## src/rtl/dfr_pkg.sv

```systemverilog
package dfr_pkg;
  typedef enum logic [1:0] {
    MODE_HIRES = 2'd0,
    MODE_TEXT  = 2'd1,
    MODE_GFX   = 2'd2,
    MODE_OFF   = 2'd3
  } dmode_e;

  typedef enum logic [1:0] {
    RT_PIXEL = 2'd0,
    RT_CHAR  = 2'd1,
    RT_FONT  = 2'd2,
    RT_NONE  = 2'd3
  } rtype_e;
endpackage

```

## src/rtl/dfr_policy.sv

```systemverilog
module dfr_policy
  import dfr_pkg::*;
#(
  parameter int TOTAL_QW  = 48,
  parameter int CFG_W     = 6,
  parameter int CNT_W     = 6,
  parameter int CHAR_QW   = 8,
  parameter int FONT_ROOM = 8
) (
  input  dmode_e           mode_i,
  input  logic [CFG_W-1:0] wm_i,
  input  logic [CFG_W-1:0] burst_i,
  input  logic [CNT_W-1:0] used_i,
  input  logic [CNT_W-1:0] fifo_pend_i,
  input  logic [CNT_W-1:0] char_pend_i,
  input  logic             char_need_i,
  output logic             want_o,
  output rtype_e           kind_o,
  output logic [CFG_W-1:0] len_o,
  output logic             cfg_err_o
);
  localparam int W = ((CFG_W > CNT_W) ? CFG_W : CNT_W) + 1;

  logic [W-1:0] level, room, wm_x, burst_x;
  logic         hires_go, font_go, char_go, gfx_go;

  always_comb begin
    level   = W'(used_i) + W'(fifo_pend_i);
    room    = (level >= W'(TOTAL_QW)) ? '0 : (W'(TOTAL_QW) - level);
    wm_x    = W'(wm_i);
    burst_x = W'(burst_i);
  end

  assign cfg_err_o = (wm_i == '0) || (burst_i == '0);
  assign hires_go  = !cfg_err_o && (level <= wm_x) && (room >= burst_x);
  assign char_go   = char_need_i && (char_pend_i == '0);
  assign font_go   = room >= W'(FONT_ROOM);
  assign gfx_go    = room != '0;

  always_comb begin
    want_o = 1'b0;
    kind_o = RT_NONE;
    len_o  = '0;
    unique case (mode_i)
      MODE_HIRES: begin
        want_o = hires_go;
        kind_o = RT_PIXEL;
        len_o  = burst_i;
      end
      MODE_TEXT: begin
        if (char_go) begin
          want_o = 1'b1;
          kind_o = RT_CHAR;
          len_o  = CFG_W'(CHAR_QW);
        end else begin
          want_o = font_go;
          kind_o = RT_FONT;
          len_o  = CFG_W'(1);
        end
      end
      MODE_GFX: begin
        want_o = gfx_go;
        kind_o = RT_PIXEL;
        len_o  = CFG_W'(1);
      end
      default: begin
        want_o = 1'b0;
      end
    endcase
  end

  always_comb begin
    if (want_o && mode_i == MODE_HIRES)
      a_hires_fit_r2: assert (level + burst_x <= W'(TOTAL_QW));
    if (want_o && kind_o == RT_FONT)
      a_font_room_r5: assert (room >= W'(FONT_ROOM));
  end
endmodule

```

## src/rtl/dfr_credit.sv

```systemverilog
module dfr_credit
  import dfr_pkg::*;
#(
  parameter int CNT_W = 6,
  parameter int CFG_W = 6
) (
  input  logic             clk,
  input  logic             rst_n,
  input  logic             acc_i,
  input  rtype_e           acc_kind_i,
  input  logic [CFG_W-1:0] acc_len_i,
  input  logic             beat_i,
  input  logic             beat_char_i,
  output logic [CNT_W-1:0] fifo_pend_o,
  output logic [CNT_W-1:0] char_pend_o
);
  logic [CNT_W-1:0] fifo_add, char_add, fifo_sub, char_sub;

  always_comb begin
    fifo_add = (acc_i && acc_kind_i != RT_CHAR) ? CNT_W'(acc_len_i) : '0;
    char_add = (acc_i && acc_kind_i == RT_CHAR) ? CNT_W'(acc_len_i) : '0;
    fifo_sub = (beat_i && !beat_char_i) ? CNT_W'(1) : '0;
    char_sub = (beat_i &&  beat_char_i) ? CNT_W'(1) : '0;
  end

  always_ff @(posedge clk) begin
    if (!rst_n) begin
      fifo_pend_o <= '0;
      char_pend_o <= '0;
    end else begin
      fifo_pend_o <= fifo_pend_o + fifo_add - fifo_sub;
      char_pend_o <= char_pend_o + char_add - char_sub;
    end
  end

  p_no_underflow_r8: assert property (@(posedge clk) disable iff (!rst_n)
    (beat_i && !beat_char_i) |-> (fifo_pend_o != '0));
  p_char_underflow_r8: assert property (@(posedge clk) disable iff (!rst_n)
    (beat_i && beat_char_i) |-> (char_pend_o != '0));
endmodule

```

## src/rtl/dfr_sync_mon.sv

```systemverilog
module dfr_sync_mon #(
  parameter int SYNC_QW = 32
) (
  input  logic clk,
  input  logic rst_n,
  input  logic beat_i,
  input  logic drain_i,
  output logic ovf_o
);
  localparam int SW = $clog2(SYNC_QW + 1);

  logic [SW-1:0] occ;
  logic          full, drain_ok;

  assign full     = occ == SW'(SYNC_QW);
  assign drain_ok = drain_i && (occ != '0);

  always_ff @(posedge clk) begin
    if (!rst_n) begin
      occ   <= '0;
      ovf_o <= 1'b0;
    end else if (beat_i && !drain_ok) begin
      if (full) ovf_o <= 1'b1;
      else      occ   <= occ + SW'(1);
    end else if (!beat_i && drain_ok) begin
      occ <= occ - SW'(1);
    end
  end

  p_occ_bound_r10: assert property (@(posedge clk) disable iff (!rst_n)
    occ <= SW'(SYNC_QW));
  p_ovf_sticky_r10: assert property (@(posedge clk) disable iff (!rst_n)
    ovf_o |=> ovf_o);
  p_ovf_cause_r10: assert property (@(posedge clk) disable iff (!rst_n)
    $rose(ovf_o) |-> $past(beat_i && full && !drain_i));
endmodule

```

## src/rtl/dfifo_req_sched.sv

```systemverilog
module dfifo_req_sched
  import dfr_pkg::*;
#(
  parameter int TOTAL_QW  = 48,
  parameter int SYNC_QW   = 32,
  parameter int CFG_W     = 6,
  parameter int CHAR_QW   = 8,
  parameter int FONT_ROOM = 8,
  localparam int CNT_W    = $clog2(TOTAL_QW + 1)
) (
  input  logic             clk,
  input  logic             rst_n,
  input  logic [1:0]       mode_i,
  input  logic [CFG_W-1:0] wm_i,
  input  logic [CFG_W-1:0] burst_i,
  input  logic [CNT_W-1:0] used_i,
  input  logic             char_need_i,
  output logic             req_valid_o,
  input  logic             req_ready_i,
  output logic [1:0]       req_type_o,
  output logic [CFG_W-1:0] req_len_o,
  input  logic             rd_valid_i,
  input  logic             rd_char_i,
  input  logic             sync_drain_i,
  output logic             cfg_err_o,
  output logic             sync_ovf_o
);
  dmode_e           act_mode;
  rtype_e           kind_q, want_kind;
  logic [CFG_W-1:0] len_q, want_len;
  logic             want, accept, idle, switch_mode;
  logic [CNT_W-1:0] fifo_pend, char_pend;
  logic [CNT_W:0]   commit;

  assign accept      = req_valid_o && req_ready_i;
  assign idle        = !req_valid_o && (fifo_pend == '0) && (char_pend == '0);
  assign switch_mode = idle && (mode_i != act_mode);

  dfr_policy #(
    .TOTAL_QW (TOTAL_QW),
    .CFG_W    (CFG_W),
    .CNT_W    (CNT_W),
    .CHAR_QW  (CHAR_QW),
    .FONT_ROOM(FONT_ROOM)
  ) u_policy (
    .mode_i     (act_mode),
    .wm_i       (wm_i),
    .burst_i    (burst_i),
    .used_i     (used_i),
    .fifo_pend_i(fifo_pend),
    .char_pend_i(char_pend),
    .char_need_i(char_need_i),
    .want_o     (want),
    .kind_o     (want_kind),
    .len_o      (want_len),
    .cfg_err_o  (cfg_err_o)
  );

  dfr_credit #(
    .CNT_W(CNT_W),
    .CFG_W(CFG_W)
  ) u_credit (
    .clk        (clk),
    .rst_n      (rst_n),
    .acc_i      (accept),
    .acc_kind_i (kind_q),
    .acc_len_i  (len_q),
    .beat_i     (rd_valid_i),
    .beat_char_i(rd_char_i),
    .fifo_pend_o(fifo_pend),
    .char_pend_o(char_pend)
  );

  dfr_sync_mon #(
    .SYNC_QW(SYNC_QW)
  ) u_sync (
    .clk    (clk),
    .rst_n  (rst_n),
    .beat_i (rd_valid_i && !rd_char_i),
    .drain_i(sync_drain_i),
    .ovf_o  (sync_ovf_o)
  );

  always_ff @(posedge clk) begin
    if (!rst_n) begin
      req_valid_o <= 1'b0;
      kind_q      <= RT_PIXEL;
      len_q       <= '0;
      act_mode    <= MODE_HIRES;
    end else if (req_valid_o) begin
      if (req_ready_i) req_valid_o <= 1'b0;
    end else if (switch_mode) begin
      act_mode <= dmode_e'(mode_i);
    end else if (want) begin
      req_valid_o <= 1'b1;
      kind_q      <= want_kind;
      len_q       <= want_len;
    end
  end

  assign req_type_o = kind_q;
  assign req_len_o  = len_q;
  assign commit     = (CNT_W+1)'(used_i) + (CNT_W+1)'(fifo_pend);

  p_hold_r7: assert property (@(posedge clk) disable iff (!rst_n)
    (req_valid_o && !req_ready_i) |=>
      (req_valid_o && $stable(req_type_o) && $stable(req_len_o)));
  p_char_len_r4: assert property (@(posedge clk) disable iff (!rst_n)
    (req_valid_o && kind_q == RT_CHAR) |-> (len_q == CFG_W'(CHAR_QW)));
  p_font_len_r5: assert property (@(posedge clk) disable iff (!rst_n)
    (req_valid_o && kind_q == RT_FONT) |-> (len_q == CFG_W'(1)));
  p_gfx_len_r6: assert property (@(posedge clk) disable iff (!rst_n)
    (req_valid_o && act_mode == MODE_GFX) |-> (len_q == CFG_W'(1) && kind_q == RT_PIXEL));
  p_cfg_block_r3: assert property (@(posedge clk) disable iff (!rst_n)
    (act_mode == MODE_HIRES && cfg_err_o && !req_valid_o) |=> !req_valid_o);
  p_mode_idle_r9: assert property (@(posedge clk) disable iff (!rst_n)
    !$stable(act_mode) |-> $past(!req_valid_o && fifo_pend == '0 && char_pend == '0));
  p_credit_r8: assert property (@(posedge clk) disable iff (!rst_n)
    commit <= (CNT_W+1)'(TOTAL_QW));
endmodule

```

## config.mk

```make
export PLATFORM = sky130hd
export DESIGN_NAME = dfifo_req_sched
export DESIGN_NICKNAME = d
export VERILOG_FILES = /design/src/rtl/dfr_pkg.sv /design/src/rtl/dfr_policy.sv /design/src/rtl/dfr_credit.sv /design/src/rtl/dfr_sync_mon.sv /design/src/rtl/dfifo_req_sched.sv
export SDC_FILE = /design/constraint.sdc
export NUM_CORES = 1
export LEC_CHECK = 0
export CAP_MARGIN = 10
export CORE_UTILIZATION = 56
export CTS_CLUSTER_SIZE = 24
export DETAILED_ROUTE_END_ITERATION = 10
export PLACE_DENSITY = 0.81
export SYNTH_ARGS = -nofsm -noshare
export SYNTH_HDL_FRONTEND = slang
export SYNTH_SLANG_ARGS = --single-unit
```

## constraint.sdc

```tcl
create_clock -name clk -period 5.9 [get_ports clk]
set_input_delay 1.475 -clock clk [delete_from_list [all_inputs] [get_ports clk]]
set_output_delay 1.475 -clock clk [all_outputs]
set_load 0.02 [all_outputs]
```

Word level (Yosys, flattened, before mapping)
Index checks and enable logic that the tools add are counted.

storage, ports and cells
  bits in registers = 30
  input port bits = 27
  output and inout port bits = 11
  word-level logic and storage cells = 80

cells by class
  equal/unequal tests = 7
  $add $sub $neg = 8
  reduce and logical (&&, ||, !) cells = 33
  $lt $le $gt $ge = 4
  bitwise operators = 2
  muxes and demuxes = 18

operators by type and width
  cell                                                 count
  2-to-1 mux 6 bit                                     5
  zero test 6 bit                                      4
  one-hot mux 6 bit (3 select lines)                   1
  logical AND 1 bit                                    14
  adder 6 bit                                          2
  subtractor 6 bit                                     2
  adder 6 x 6 -> 7 bit                                 1
  >= comparator 7 x 4 -> 1 bit, second input constant  1
  >= comparator 7 x 6 -> 1 bit                         1
  >= comparator 7 x 6 -> 1 bit, second input constant  1
  less-or-equal comparator 7 x 6 -> 1 bit              1
  2-to-1 mux 1 bit                                     7
  2-to-1 mux 7 bit                                     1
  nonzero test 7 bit                                   1
  subtractor 6 x 7 -> 7 bit, first input constant      1
  adder 6 x 1 -> 6 bit, second input constant          1
  equality test 6 bit, second input constant           1
  AND reduction 2 bit                                  3
  nonzero test 6 bit                                   1
  subtractor 6 x 1 -> 6 bit, second input constant     1
  zero test 1 bit                                      5
  equality test 2 x 1 -> 1 bit, second input constant  2
  2-to-1 mux 4 bit                                     1
  one-hot mux 2 bit (2 select lines)                   1
  12 further kinds                                     13

Logic depth before layout (Yosys ltp)
  word-level depth = 9
  gate-level depth with buffers = 19
  depth with buffers taken out = 18

By module
From an unflattened synthesis, not the netlist that was laid out.

second synthesis, totals
  cell total of the unflattened synthesis = 401
  area total of the unflattened synthesis = 3234.4 µm²

modules (own cells, without submodules)
  module           times used  area each (µm²)  sequential area each (µm²)  cells an instance
  dfr_credit       1           997.2            240.2                       121
  dfr_policy       1           970.9            0.0                         131
  dfifo_req_sched  1           683.2            220.2                       80
  dfr_sync_mon     1           583.1            140.1                       69

Worst setup path before layout
Ideal clock, no wire load.

  path type = input-to-reg
  start = input used_i[0]
  end = register len_q[3] (netlist: req_len_o[3])
  data required time = 5.772 ns
  setup time = 0.128 ns
  arrival time = 4.919 ns
  slack = 0.853 ns
  path buffers = 1
  stages = 19
  cell sequence = ha_1 -> inv_1 -> fa_1 -> ha_1 -> nor4_1 -> o21ai_0 -> inv_1 -> o21bai_1 -> or2_2 -> ha_1 -> nand2b_1 -> a211o_1 -> a21oi_1 -> o21ai_0 -> a211oi_1 -> and4_4 -> buf_6 -> nand4b_4 -> o31ai_2

between the ends
  cells in the longest elaborated chain, start to end = 7
  elaborated cells between the ends (all ways) = 13
  classes of those cells = 2 x add/sub; 4 x order compare; 3 x mux; 4 x reduce/logical

ends and longest elaborated chain
  element                                                                              RTL line                            text
  start, declared                                                                      dfifo_req_sched.sv:16               input logic [CNT_W-1:0] used_i,
  adder 6 x 6 -> 7 bit (*)                                                             -
  subtractor 6 x 7 -> 7 bit / >= comparator 7 x 6 -> 1 bit (equally long branches)     dfr_policy.sv:29                    room = (level >= W'(TOTAL_QW)) ? '0 : (W'(TOTAL_QW) - level);
  2-to-1 mux 7 bit                                                                     dfr_policy.sv:29
  >= comparator 7 x 4 -> 1 bit / >= comparator 7 x 6 -> 1 bit (equally long branches)  dfr_policy.sv:37, dfr_policy.sv:35
  2-to-1 mux 1 bit / logical AND 1 bit (equally long branches)                         dfr_policy.sv:51, dfr_policy.sv:35
  one-hot mux 1 bit (3 select lines) (*)                                               dfr_policy.sv:44                    unique case (mode_i)
  AND reduction 3 bit (no source line) (*)                                             -
  end signal, assigned                                                                 dfifo_req_sched.sv:97               len_q <= want_len;
  end, declared                                                                        dfifo_req_sched.sv:30               logic [CFG_W-1:0] len_q, want_len;

Every way passes the cells marked *; elsewhere a longest branch is shown, timed or not.
A chain may end at the register's enable or synchronous reset.

Worst setup path after layout
  start = input used_i[0]
  end = register kind_q[0] (netlist: req_type_o[0])

between the ends
  cells in the longest elaborated chain, start to end = 7
  elaborated cells between the ends (all ways) = 13
  classes of those cells = 2 x add/sub; 4 x order compare; 3 x mux; 4 x reduce/logical

ends and longest elaborated chain
  element                                                                              RTL line                            text
  adder 6 x 6 -> 7 bit (*)                                                             -
  subtractor 6 x 7 -> 7 bit / >= comparator 7 x 6 -> 1 bit (equally long branches)     dfr_policy.sv:29
  2-to-1 mux 7 bit                                                                     dfr_policy.sv:29
  >= comparator 7 x 4 -> 1 bit / >= comparator 7 x 6 -> 1 bit (equally long branches)  dfr_policy.sv:37, dfr_policy.sv:35
  2-to-1 mux 1 bit / logical AND 1 bit (equally long branches)                         dfr_policy.sv:51, dfr_policy.sv:35
  one-hot mux 1 bit (3 select lines) (*)                                               dfr_policy.sv:44
  AND reduction 3 bit (no source line) (*)                                             -
  end signal, assigned                                                                 dfifo_req_sched.sv:96               kind_q <= want_kind;
  end, declared                                                                        dfifo_req_sched.sv:29               rtype_e kind_q, want_kind;

Marks and branches as above.

==> out/qor.csv <==
metric,value,unit
cts_root_buf,clkbuf_8,
dr.pass1.iters,4,
ys_ff_latch,30,
hpwlAfterDp,5.27,mm
finalSetupViolations,0,
grt_usage,0.263,
p_leak,1.54,nW
p_per_area,452,nW/um^2
ant_nets,0,
status,"complete, no violations",
crit_fanout,9,
drc,0,
gp_congestion,0.887,
max_cap_violations,0,
pwr-share-comb,0.664,
htreeDepth,2,
drt-initial-drc-count,110,
syn_area_per_cell,8.08,sq um
period_share,0.938,
wl,6.53,mm
yosysTopAreaCell,dfxtp_1,
path_cells,"clkdlybuf4s50_1, ha_1, inv_1, fa_1, ha_1, nor4_1, o21ai_0, inv_1, o21bai_1, or2_2, ha_1, nand2b_1, a211o_1, a21oi_1, o21ai_0, a211oi_1, and4_4, nand4b_4, o21ai_1",
p_sw,0.679,mW
yosysWarnings,0,
layout-drive-gt1-share,0.0460,
slowest_delay,0.48,ns
synth_area_leaders,"dfxtp_1, ha_1, inv_1, xnor2_1, and2_1",
dp.cells,450,
wl_per_cell,14.3,microns
cts_tree,done,
cts_buffers,5,
tightest_slew,0.987,ns
cts_resized,0,
crit_path_end_kind,flip-flop,
netlist_area,2860,sq um
path_clk_slew,0.06,ns
synth_edf_count,0,
clock.fmax,181,MHz
skew,0.00576,ns
grt_pass1_wl,11.0,mm
pwr-share-seq,0.225,
rows,25,
nFillCells,423,
p_int,0.846,mW
postCtsHoldBufs,0,
vias,2567,
final_nets,464,
synth_cells,354,
drv_slew,0,
die_w,73.5,microns
synthesis.nets,428,
clockBufferDepth,2,
path_class,input pin to flip-flop,
required,6.06,ns
fin_cells,458,
insertion_delay,0.28,ns
num_io_pins,38,
start_util,0.594,
irDropWorstVdd,214,uV
die-area,5400,sq um
overflow,0,
ys_seq_area_frac,0.210,
holdWs,0.500,ns
first_global_vias,2473,
cp-start-kind,input pin,
synthArstFlopShare,0,
viasPerCell,5.60,
cts_sinks,30,
synth_top_area_share,0.210,
die_h,73.5,microns
ys_types,50,
crit_top_cell,ha_1,
post-cts-setup-buffer-count,0,
core-area,4820,sq um
grt_max_degree,32,
min_period,5.53,ns
netSwitchingFraction,0.445,
area_growth,17.9,%
rsz0062_at_grt,no,
p_clk_frac,0.111,
synthFlopType,dfxtp_1,
total_power,1.53,mW
relSlewSlack,0.340,
final_hold_viol_count,0,
diodes,0,
hold_class,flip-flop to flip-flop,
portBuffers,37,
crit_arrival,5.70,ns
critPathSlowestCell,fa_1,
tns,0,ns
crit_family,simple AND/OR/NAND/NOR gates,
critPathBufInv,3,
antenna_found_initial,0,
metal layers:
metal,vias to the layer above,share of wire,routed length [microns],track usage
met5,-,0,0,0
met1,1184,0.45,2930,0.315
met4,0,0.019,127,0.0983
met2,68,0.50,3270,0.471
li1,1302,-,-,-
met3,13,0.031,203,0.0398
placed cells by master, fill, tap and decap left out, types with 4 or more instances in the layout:
cell             count
mux2i_1              6
inv_1               53
nor3b_1              6
nor2b_1              9
nand2_1             23
nor2_1              15
nor4_1               6
clkbuf_8             6
clkdlybuf4s50_1     37
dfxtp_1             30
xnor2_1             15
nor3_1               7
o21ai_0              7
ha_1                43
fa_1                 4
or4_1                4
nand3_1              4
and2_1              16
o31ai_1              5
o21ai_1              5
nand3b_1             4
o211ai_1             9
a21oi_1             18
xor2_1               8
a21o_1              12
stage by stage:
| stage | cell area [sq um] | utilization | setup WS (ns) |
|---|---|---|---|
| global route | 3370 | 0.700 | 0.0667 |
| global placement | 3280 | 0.681 | 0.267 |
| floorplan | 2860 | - | 0.853 |
| finish | 3370 | 0.700 | 0.366 |
| detailed placement | 3280 | 0.681 | 0.0837 |
| CTS | 3370 | 0.700 | 0.388 |
final cells by class:
cell class	instances	area (sq um)	area share
multi-input cells	261	2020	0.598
flip-flops and latches	30	601	0.178
repair buffers	38	378	0.112
inverters	54	203	0.0601
clock buffers	7	86.3	0.0256
well taps	67	83.8	0.0249
clock inverters	1	5.00	0.00148
flip-flops by register name (all words and copies together) (netlist names):
register	cells
req_len_o	6
u_credit.char_pend_o	6
u_credit.fifo_pend_o	6
u_sync.occ	6
act_mode	2
req_type_o	2
req_valid_o	1
u_sync.ovf_o	1
path summary, 6_finish.rpt:
kind,slack [ns],cells after the start,end,start
worst min-delay path,0.50,2,u_sync.ovf_o,u_sync.ovf_o
worst max register to register,1.61,18,req_type_o[0],u_credit.fifo_pend_o[0]
worst min register to register,0.50,2,u_sync.ovf_o,u_sync.ovf_o
worst max-delay path,0.37,19,req_type_o[0],used_i[0]
cells by family after synthesis:
| group | synth area share |
|---|---|
| flops | 0.210 |
| compound gates | 0.179 |
| buf+inv | 0.0853 |
| mux | 0.0210 |
| simple gates | 0.219 |
| xor+xnor | 0.0704 |
| fa+ha+maj | 0.216 |
power groups by stage:
stage / clock [mW] / combinational (mW) / sequential, mW
3_3_place_gp: 0 / 0.958 / 0.342
6_report: 0.170 / 1.01 / 0.343
4_1_cts: 0.173 / 1.01 / 0.341
2_1_floorplan: 0 / 0.767 / 0.343
5_1_grt: 0.179 / 1.14 / 0.349
3_5_place_dp: 0 / 1.01 / 0.345
tightest hold or removal path, cell delays in order (launching register included):
cell	delay [ns]
dfxtp_1	0.33
a41oi_1	0.05
nor2b_1	0.09
cell usage after synthesis (3+ instances only):
| library cell | number |
|---|---|
| inv_1 | 53 |
| ha_1 | 43 |
| dfxtp_1 | 30 |
| nand2_1 | 23 |
| a21oi_1 | 18 |
| and2_1 | 16 |
| nor2_1 | 15 |
| xnor2_1 | 15 |
| a21o_1 | 12 |
| nor2b_1 | 9 |
| o211ai_1 | 9 |
| xor2_1 | 8 |
| clkbuf_1 | 7 |
| nor3_1 | 7 |
| o21ai_0 | 7 |
| mux2i_1 | 6 |
| nor3b_1 | 6 |
| nor4_1 | 6 |
| o21ai_1 | 5 |
| o31ai_1 | 5 |
| fa_1 | 4 |
| nand3_1 | 4 |
| nand3b_1 | 4 |
| or4_1 | 4 |
| or2_2 | 3 |
Note: power is estimated with default switching activity, not from simulation.
